### config.mk
export PLATFORM = sky130hd
export DESIGN_NAME = eint_ctrl
export DESIGN_NICKNAME = d
export VERILOG_FILES = /design/src/rtl/eint_pkg.sv /design/src/rtl/eint_sync.sv /design/src/rtl/eint_detect.sv /design/src/rtl/eint_service.sv /design/src/rtl/eint_ctrl.sv
export SDC_FILE = /design/constraint.sdc
export NUM_CORES = 2
export LEC_CHECK = 0
export BUFFER_PORTS_ARGS = -buffer_cell sky130_fd_sc_hd__buf_2
export CAP_MARGIN = 10
export CELL_PAD_IN_SITES_DETAIL_PLACEMENT = 1
export CELL_PAD_IN_SITES_GLOBAL_PLACEMENT = 1
export CORE_AREA = 5 5 397 399
export DETAILED_ROUTE_END_ITERATION = 8
export DIE_AREA = 0 0 402 404
export GPL_ROUTABILITY_DRIVEN = 0
export HOLD_SLACK_MARGIN = 0.06
export PLACE_DENSITY = 0.73
export SLEW_MARGIN = 20
export SYNTH_ARGS = -nofsm -noshare
export SYNTH_HDL_FRONTEND = slang
export SYNTH_SLANG_ARGS = --single-unit
### constraint.sdc
create_clock -name clk -period 5.25 [get_ports clk]
set_input_delay 0 -clock clk [delete_from_list [all_inputs] [get_ports clk]]
set_output_delay 0 -clock clk [all_outputs]
set_load 0.02 [all_outputs]
### src/rtl/eint_pkg.sv
package eint_pkg;

    // Trigger codes held in the 4-bit per-pin configuration field
    typedef enum logic [3:0] {
        TRG_LOW  = 4'd0,
        TRG_HIGH = 4'd1,
        TRG_FALL = 4'd2,
        TRG_RISE = 4'd3,
        TRG_BOTH = 4'd4
    } trig_e;

    localparam int TRG_W = 4;

    // Register block base addresses (byte addresses)
    localparam logic [11:0] BASE_CFG  = 12'h700;
    localparam logic [11:0] BASE_MASK = 12'h900;
    localparam logic [11:0] BASE_PEND = 12'hA00;
    localparam logic [11:0] ADDR_SVC  = 12'hB08;

    // Service word layout
    localparam int SVC_PIN_W = 3;
    localparam int SVC_GRP_W = 5;

endpackage

### src/rtl/eint_sync.sv
module eint_sync #(
    parameter int W = 8
) (
    input  logic         clk,
    input  logic         rst_n,
    input  logic [W-1:0] din,
    output logic [W-1:0] cur,
    output logic [W-1:0] prev
);
    // stage1/stage2 form the synchroniser, stage3 is the delayed copy
    typedef struct packed {
        logic [W-1:0] stage1;
        logic [W-1:0] stage2;
        logic [W-1:0] stage3;
    } sync_t;

    sync_t sy_d, sy_q;

    always_comb begin
        sy_d        = sy_q;
        sy_d.stage1 = din;
        sy_d.stage2 = sy_q.stage1;
        sy_d.stage3 = sy_q.stage2;
    end

    // Reset to ones: idle pins are high, so no spurious edge or low level
    always_ff @(posedge clk or negedge rst_n) begin
        if (!rst_n) begin
            sy_q <= '1;
        end else begin
            sy_q <= sy_d;
        end
    end

    assign cur  = sy_q.stage2;
    assign prev = sy_q.stage3;

endmodule

### src/rtl/eint_detect.sv
module eint_detect
    import eint_pkg::*;
#(
    parameter int N = 128
) (
    input  logic [N*TRG_W-1:0] cfg,
    input  logic [N-1:0]       cur,
    input  logic [N-1:0]       prev,
    output logic [N-1:0]       hit
);
    for (genvar i = 0; i < N; i++) begin : g_pin
        logic [TRG_W-1:0] code;
        assign code = cfg[i*TRG_W +: TRG_W];

        always_comb begin
            case (code)
                TRG_LOW:  hit[i] = ~cur[i];
                TRG_HIGH: hit[i] = cur[i];
                TRG_FALL: hit[i] = prev[i] & ~cur[i];
                TRG_RISE: hit[i] = ~prev[i] & cur[i];
                TRG_BOTH: hit[i] = prev[i] ^ cur[i];
                default:  hit[i] = 1'b0;
            endcase
        end
    end

endmodule

### src/rtl/eint_service.sv
module eint_service
    import eint_pkg::*;
#(
    parameter int NG = 16,
    parameter int NP = 8
) (
    input  logic [NG-1:0][NP-1:0]  active,
    output logic                   found,
    output logic [SVC_GRP_W-1:0]   grp,
    output logic [SVC_PIN_W-1:0]   pin
);
    // Scan from the top down so the lowest group and pin are kept last
    always_comb begin
        found = 1'b0;
        grp   = '0;
        pin   = '0;
        for (int g = NG - 1; g >= 0; g--) begin
            for (int p = NP - 1; p >= 0; p--) begin
                if (active[g][p]) begin
                    found = 1'b1;
                    grp   = SVC_GRP_W'(g + 1);
                    pin   = SVC_PIN_W'(p);
                end
            end
        end
    end

endmodule

### src/rtl/eint_ctrl.sv
module eint_ctrl
    import eint_pkg::*;
#(
    parameter int NUM_GROUPS     = 16,
    parameter int PINS_PER_GROUP = 8
) (
    input  logic                                 clk,
    input  logic                                 rst_n,
    input  logic [NUM_GROUPS*PINS_PER_GROUP-1:0] gpio_i,
    input  logic                                 bus_wr,
    input  logic [11:0]                          bus_addr,
    input  logic [31:0]                          bus_wdata,
    output logic [31:0]                          bus_rdata,
    output logic                                 irq_o
);
    localparam int NG    = NUM_GROUPS;
    localparam int NP    = PINS_PER_GROUP;
    localparam int NPIN  = NG * NP;
    localparam int CFGW  = NP * TRG_W;
    localparam int GW    = (NG > 1) ? $clog2(NG) : 1;
    localparam logic [11:0] SPAN = 12'(4 * NG);

    typedef logic [NG-1:0][NP-1:0] pinvec_t;

    typedef struct packed {
        logic [NG-1:0][CFGW-1:0] cfg;
        pinvec_t                 mask;
        pinvec_t                 pend;
        logic                    irq;
    } state_t;

    state_t st_d, st_q;

    // ---------------- synchroniser and trigger evaluation ----------------
    logic [NPIN-1:0] pin_cur, pin_prev, hit_flat;
    pinvec_t         hit_v;

    eint_sync #(.W(NPIN)) u_sync (
        .clk  (clk),
        .rst_n(rst_n),
        .din  (gpio_i),
        .cur  (pin_cur),
        .prev (pin_prev)
    );

    eint_detect #(.N(NPIN)) u_detect (
        .cfg (st_q.cfg),
        .cur (pin_cur),
        .prev(pin_prev),
        .hit (hit_flat)
    );

    assign hit_v = hit_flat;

    // ---------------- service encoder ----------------
    pinvec_t              active_v;
    logic                 svc_found;
    logic [SVC_GRP_W-1:0] svc_grp;
    logic [SVC_PIN_W-1:0] svc_pin;

    assign active_v = st_q.pend & ~st_q.mask;

    eint_service #(.NG(NG), .NP(NP)) u_service (
        .active(active_v),
        .found (svc_found),
        .grp   (svc_grp),
        .pin   (svc_pin)
    );

    // ---------------- address decode ----------------
    logic [11:0] off_cfg, off_mask, off_pend;
    logic        sel_cfg, sel_mask, sel_pend, sel_svc;
    logic [9:0]  idx_cfg, idx_mask, idx_pend;

    always_comb begin
        off_cfg  = bus_addr - BASE_CFG;
        off_mask = bus_addr - BASE_MASK;
        off_pend = bus_addr - BASE_PEND;
        sel_cfg  = (bus_addr >= BASE_CFG)  && (off_cfg  < SPAN) && (bus_addr[1:0] == 2'b00);
        sel_mask = (bus_addr >= BASE_MASK) && (off_mask < SPAN) && (bus_addr[1:0] == 2'b00);
        sel_pend = (bus_addr >= BASE_PEND) && (off_pend < SPAN) && (bus_addr[1:0] == 2'b00);
        sel_svc  = (bus_addr == ADDR_SVC);
        idx_cfg  = off_cfg[11:2];
        idx_mask = off_mask[11:2];
        idx_pend = off_pend[11:2];
    end

    // ---------------- next state ----------------
    pinvec_t clr_v;

    always_comb begin
        st_d  = st_q;
        clr_v = '0;
        for (int g = 0; g < NG; g++) begin
            if (bus_wr && sel_cfg && (idx_cfg == 10'(g))) begin
                st_d.cfg[g] = bus_wdata[CFGW-1:0];
            end
            if (bus_wr && sel_mask && (idx_mask == 10'(g))) begin
                st_d.mask[g] = bus_wdata[NP-1:0];
            end
            if (bus_wr && sel_pend && (idx_pend == 10'(g))) begin
                clr_v[g] = bus_wdata[NP-1:0];
            end
            // a new event in the same cycle wins over the clear
            st_d.pend[g] = (st_q.pend[g] & ~clr_v[g]) | hit_v[g];
        end
        st_d.irq = svc_found;
    end

    always_ff @(posedge clk or negedge rst_n) begin
        if (!rst_n) begin
            st_q.cfg  <= '0;
            st_q.mask <= '1;
            st_q.pend <= '0;
            st_q.irq  <= 1'b0;
        end else begin
            st_q <= st_d;
        end
    end

    // ---------------- read mux ----------------
    always_comb begin
        bus_rdata = '0;
        for (int g = 0; g < NG; g++) begin
            if (sel_cfg && (idx_cfg == 10'(g))) begin
                bus_rdata = 32'(st_q.cfg[g]);
            end
            if (sel_mask && (idx_mask == 10'(g))) begin
                bus_rdata = 32'(st_q.mask[g]);
            end
            if (sel_pend && (idx_pend == 10'(g))) begin
                bus_rdata = 32'(st_q.pend[g]);
            end
        end
        if (sel_svc) begin
            bus_rdata = {24'd0, svc_grp, svc_pin};
        end
    end

    assign irq_o = st_q.irq;

    // ---------------- assertions ----------------
    logic [GW-1:0] svc_gidx;
    assign svc_gidx = GW'(svc_grp - 5'd1);

    // the combined line follows last cycle's encoder result
    p_irq_follows_r9: assert property (@(posedge clk) disable iff (!rst_n)
        irq_o == $past(svc_found));

    // a reported pin is pending and not masked
    p_service_unmasked_r7: assert property (@(posedge clk) disable iff (!rst_n)
        (svc_grp != 5'd0) |->
            (!st_q.mask[svc_gidx][svc_pin] && st_q.pend[svc_gidx][svc_pin]));

    // a cleared bit with no new event in that cycle reads zero
    p_w1c_clears_r6: assert property (@(posedge clk) disable iff (!rst_n)
        (st_q.pend & $past(clr_v & ~hit_v)) == '0);

    // unsupported codes never raise a pending bit
    for (genvar i = 0; i < NPIN; i++) begin : g_chk
        logic [NPIN-1:0]  pend_flat;
        logic [TRG_W-1:0] code_i;
        assign pend_flat = st_q.pend;
        assign code_i    = st_q.cfg[i / NP][(i % NP) * TRG_W +: TRG_W];

        p_no_bad_code_r4: assert property (@(posedge clk) disable iff (!rst_n)
            (!$past(pend_flat[i]) && ($past(code_i) > 4'd4)) |-> !pend_flat[i]);
    end

endmodule

==> flow_summary.ini <==
[placed_design]
place_ws_ns = 1.016
io_buffers = 207
placement.cell_area_um2 = 60210
placed_cells = 7416
detailed_place_hpwl_um = 159300

[synthesis]
synth_top_family_by_area = compound AO/OA/AOI/OAI gates
ys_top_cells_by_count = 752 x o21ai_0, 715 x nand2_1, 641 x dfrtp_1
syn_area_um2 = 56490
xor_xnor_share_of_the_synthesized_area_pct = 2.044
post_synth.cell_area_avg_um2 = 10.66
synth_sequential_area_ratio_pct = 52.21
ys_top_cells_by_area = dfrtp_1 28%, dfstp_2 24%, mux2_2 9.0%
flip_flop_and_latch_count_after_synthesis = 1153
post_synth_and_or_nand_nor_area_fraction_pct = 12.00
post_synth_fa_ha_maj_area_fraction_pct = 5.737
cells_after_synthesis = 5298
post-synth-top-area-cell = dfrtp_1
synth_top_flop_cell = dfrtp_1
async_reset_ff_share_pct = 100.0
synth_most_common_cell = o21ai_0
ys_warn_count = 0
synth_largest_type_area_fraction_pct = 28.39
synth-edff-count = 0
synth-compound-area-share_pct = 13.18
synthMuxAreaShare_pct = 11.34
syn-num-nets = 5732
yosys.cell_types.count = 85

[timing]
period_minus_slack_ns = 4.855
fin_skew_ns = 0.04841
setup_violations = 0
final_max_slew_viol_count = 0
period_share_pct = 92.49
fmax_mhz = 206.0
finalHoldWorstSlack_ns = 0.1242
hold_viol = 0
rsz_0062_raised_after_global_routing = no
timing.setup.tns_ns = 0
final_critical_path_setup_slack_ns = 0.3945
slew_headroom_pct = 14.10
worst_pin_slew_ns = 1.279

[detailed_routing]
wire_per_inst_um = 28.52
drt_wirelength_um = 227300
detailedRoute.firstIterationViolations = 5288
drt-pass1-iter-count = 9
remaining_drc_errors = 0
drt_antenna_net_count = 0
via_per_inst = 5.887
routed-via-count = 46910

[clock_network]
worst_skew_pair.late_latency_ns = 0.80
cts-root-to-sink-buffers = 3
cts_tree = yes
clock_tree.root_cell = clkbuf_16
cts-buffers-inserted = 136
h_tree_lvls = 4
cts.sink_count = 1153
cts-resized-gates = 0
path_clk_slew_ns = 0.06
post-cts-setup-buffer-count = 0

[pwr]
post-layout-total-power_mw = 20.15
peak_supply_drop_mv = 0.3159
p_int_mw = 15.20
power.combinational.fraction_pct = 5.3
p_leak_nw = 29.98
power_switching_mw = 4.951
power_switching_share_pct = 24.57
pwr-share-seq_pct = 46.2
power_density_nw_per_um2 = 297.1
clockPowerShare_pct = 48.4

[floorplan]
io_pins = 208
area_of_the_die_um2 = 162400
placementRows = 144
fp.coreArea_um2 = 153500
width_of_the_chip_um = 402
floorplan_die_height_um = 404
initial_utilization_pct = 36.80

[job]
drv.max_cap_violation_count = 0

[final_layout]
nNetsFinal = 6234
count_of_fill_cells_added_during_filler_insertion = 16790
area.growth.synth_to_final_pct = 20.07
drive_above_1_share_pct = 26.09
final_core_utilization_pct = 44.19
layout.cell_area.non_filler_um2 = 67830
layoutNonFillerInstCount = 7968

[global_routing]
grt_pass1_wl_um = 331300
antenna_found_initial = 13
global_route.usage.total_pct = 27.32
globalRouteOverflowTotal = 0
grt_max_degree = 163
first_global_vias = 49120

[setup_path]
setup.reg_to_reg.worst_slack_ns = 1.90
critPathArrivalTime_ns = 4.86
worst_ep_required_time_ns = 5.25
startpoint_type = register
timing.critical_path.to_type = primary output
type_of_the_worst_setup_path = register to primary output
worstPathMaxFanout = 4

[min_path]
hp-class = input pin to asynchronous set/reset pin

[outcome]
run_status = finished, final reports clean
[final timing paths]
kind | from | to | depth (start not counted)
min in group clk | bus_wr | g_chk[0].pend_flat[0]$_DFF_PN0_ | 6
worst max register to register | g_chk[0].pend_flat[26]$_DFF_PN0_ | irq_o$_DFF_PN0_ | 6
worst max-delay path | g_chk[0].pend_flat[26]$_DFF_PN0_ | bus_rdata[6] | 9
max in group asynchronous | rst_n | g_chk[121].code_i[1]$_DFFE_PN0P_ | 3
worst min register to register | u_sync.sy_d[146]$_DFF_PN1_ | u_sync.cur[18]$_DFF_PN1_ | 0
worst min-delay path | rst_n | u_sync.sy_d[130]$_DFF_PN1_ | 2
[sequential cells by signal, summed over array words and instances (netlist names)]
name	cells
irq_o	1
u_sync.cur	128
st_q	128
u_sync.prev	128
g_chk.code_i	512
g_chk.pend_flat	128
u_sync.sy_d	128
[cell type report]
cell class | count | area (um^2) | share of cell area [%]
antenna | 9 | 22.52 | 0.03320
clock buffer | 205 | 4075 | 6.008
clock inverter | 48 | 585.6 | 0.8633
inverter | 283 | 1062 | 1.566
multi-input combinational | 3640 | 25310 | 37.31
sequential | 1153 | 29490 | 43.48
tap | 2044 | 2557 | 3.770
timing repair buffer | 586 | 4727 | 6.969
[routing by layer]
metal | up-vias | GRT usage [%] | wire, um | share of wire [%]
met5 | - | 0 | 23 | 0.010
met4 | 4 | 15.24 | 15380 | 6.8
met3 | 754 | 7.951 | 22750 | 10
met2 | 2294 | 42.77 | 101400 | 45
met1 | 24110 | 33.98 | 87720 | 39
li1 | 19750 | - | - | -
[cell usage in the layout (no fill, tap or decap), types with 24 or more instances in the layout]
cell type,synthesis,final
xor2_1,128,128
ha_1,259,259
and4_1,25,25
clkbuf_8,0,37
a221oi_1,49,49
nand4_1,47,47
clkbuf_1,165,30
nor3_1,54,54
buf_4,2,82
mux2i_1,135,135
buf_2,47,206
clkbuf_16,0,138
inv_1,283,281
clkinv_2,0,24
nor4_1,35,25
dlygate4sd3_1,0,289
o21ai_0,752,751
a21oi_1,64,64
a222oi_1,60,60
mux2_2,449,449
nand2b_1,60,60
nand2_1,715,706
nand3_1,50,50
nor2b_1,106,106
a22o_1,47,47
dfrtp_1,641,641
dfstp_2,512,512
a22oi_1,69,69
nor2_1,258,245
o22ai_1,27,27
[critical path, stage by stage, from the launching register on]
cell and delay [ns]:
dfrtp_1 0.61, nor2b_1 0.29, nor4_1 0.80, and4_1 0.39, nor3b_1 0.43, o211ai_1 0.25
nand4_1 0.21, a211oi_1 0.15, a211oi_1 0.63, buf_2 0.28
[power groups by stage]
stage,registers [mW],clock network (mW),logic [mW]
CTS,9.32,9.96,1.08
global placement,9.45,0,0.851
global route,9.33,10.3,1.19
floorplan,9.40,0,0.362
finish,9.32,9.76,1.08
detailed placement,9.46,0,0.898
[kinds of logic after synthesis]
logic type,after synthesis
simple gates,1449
compound gates,1217
flops,1153
mux,584
buf+inv,505
fa+ha+maj,259
xor+xnor,131
[repair_timing]
action | CTS | global route
hold endpoints to repair | 1142 | 0
hold buffers | 290 | 0
endpoints found under the setup margin | 0 | 0
Power figures use the tool's default switching activity.
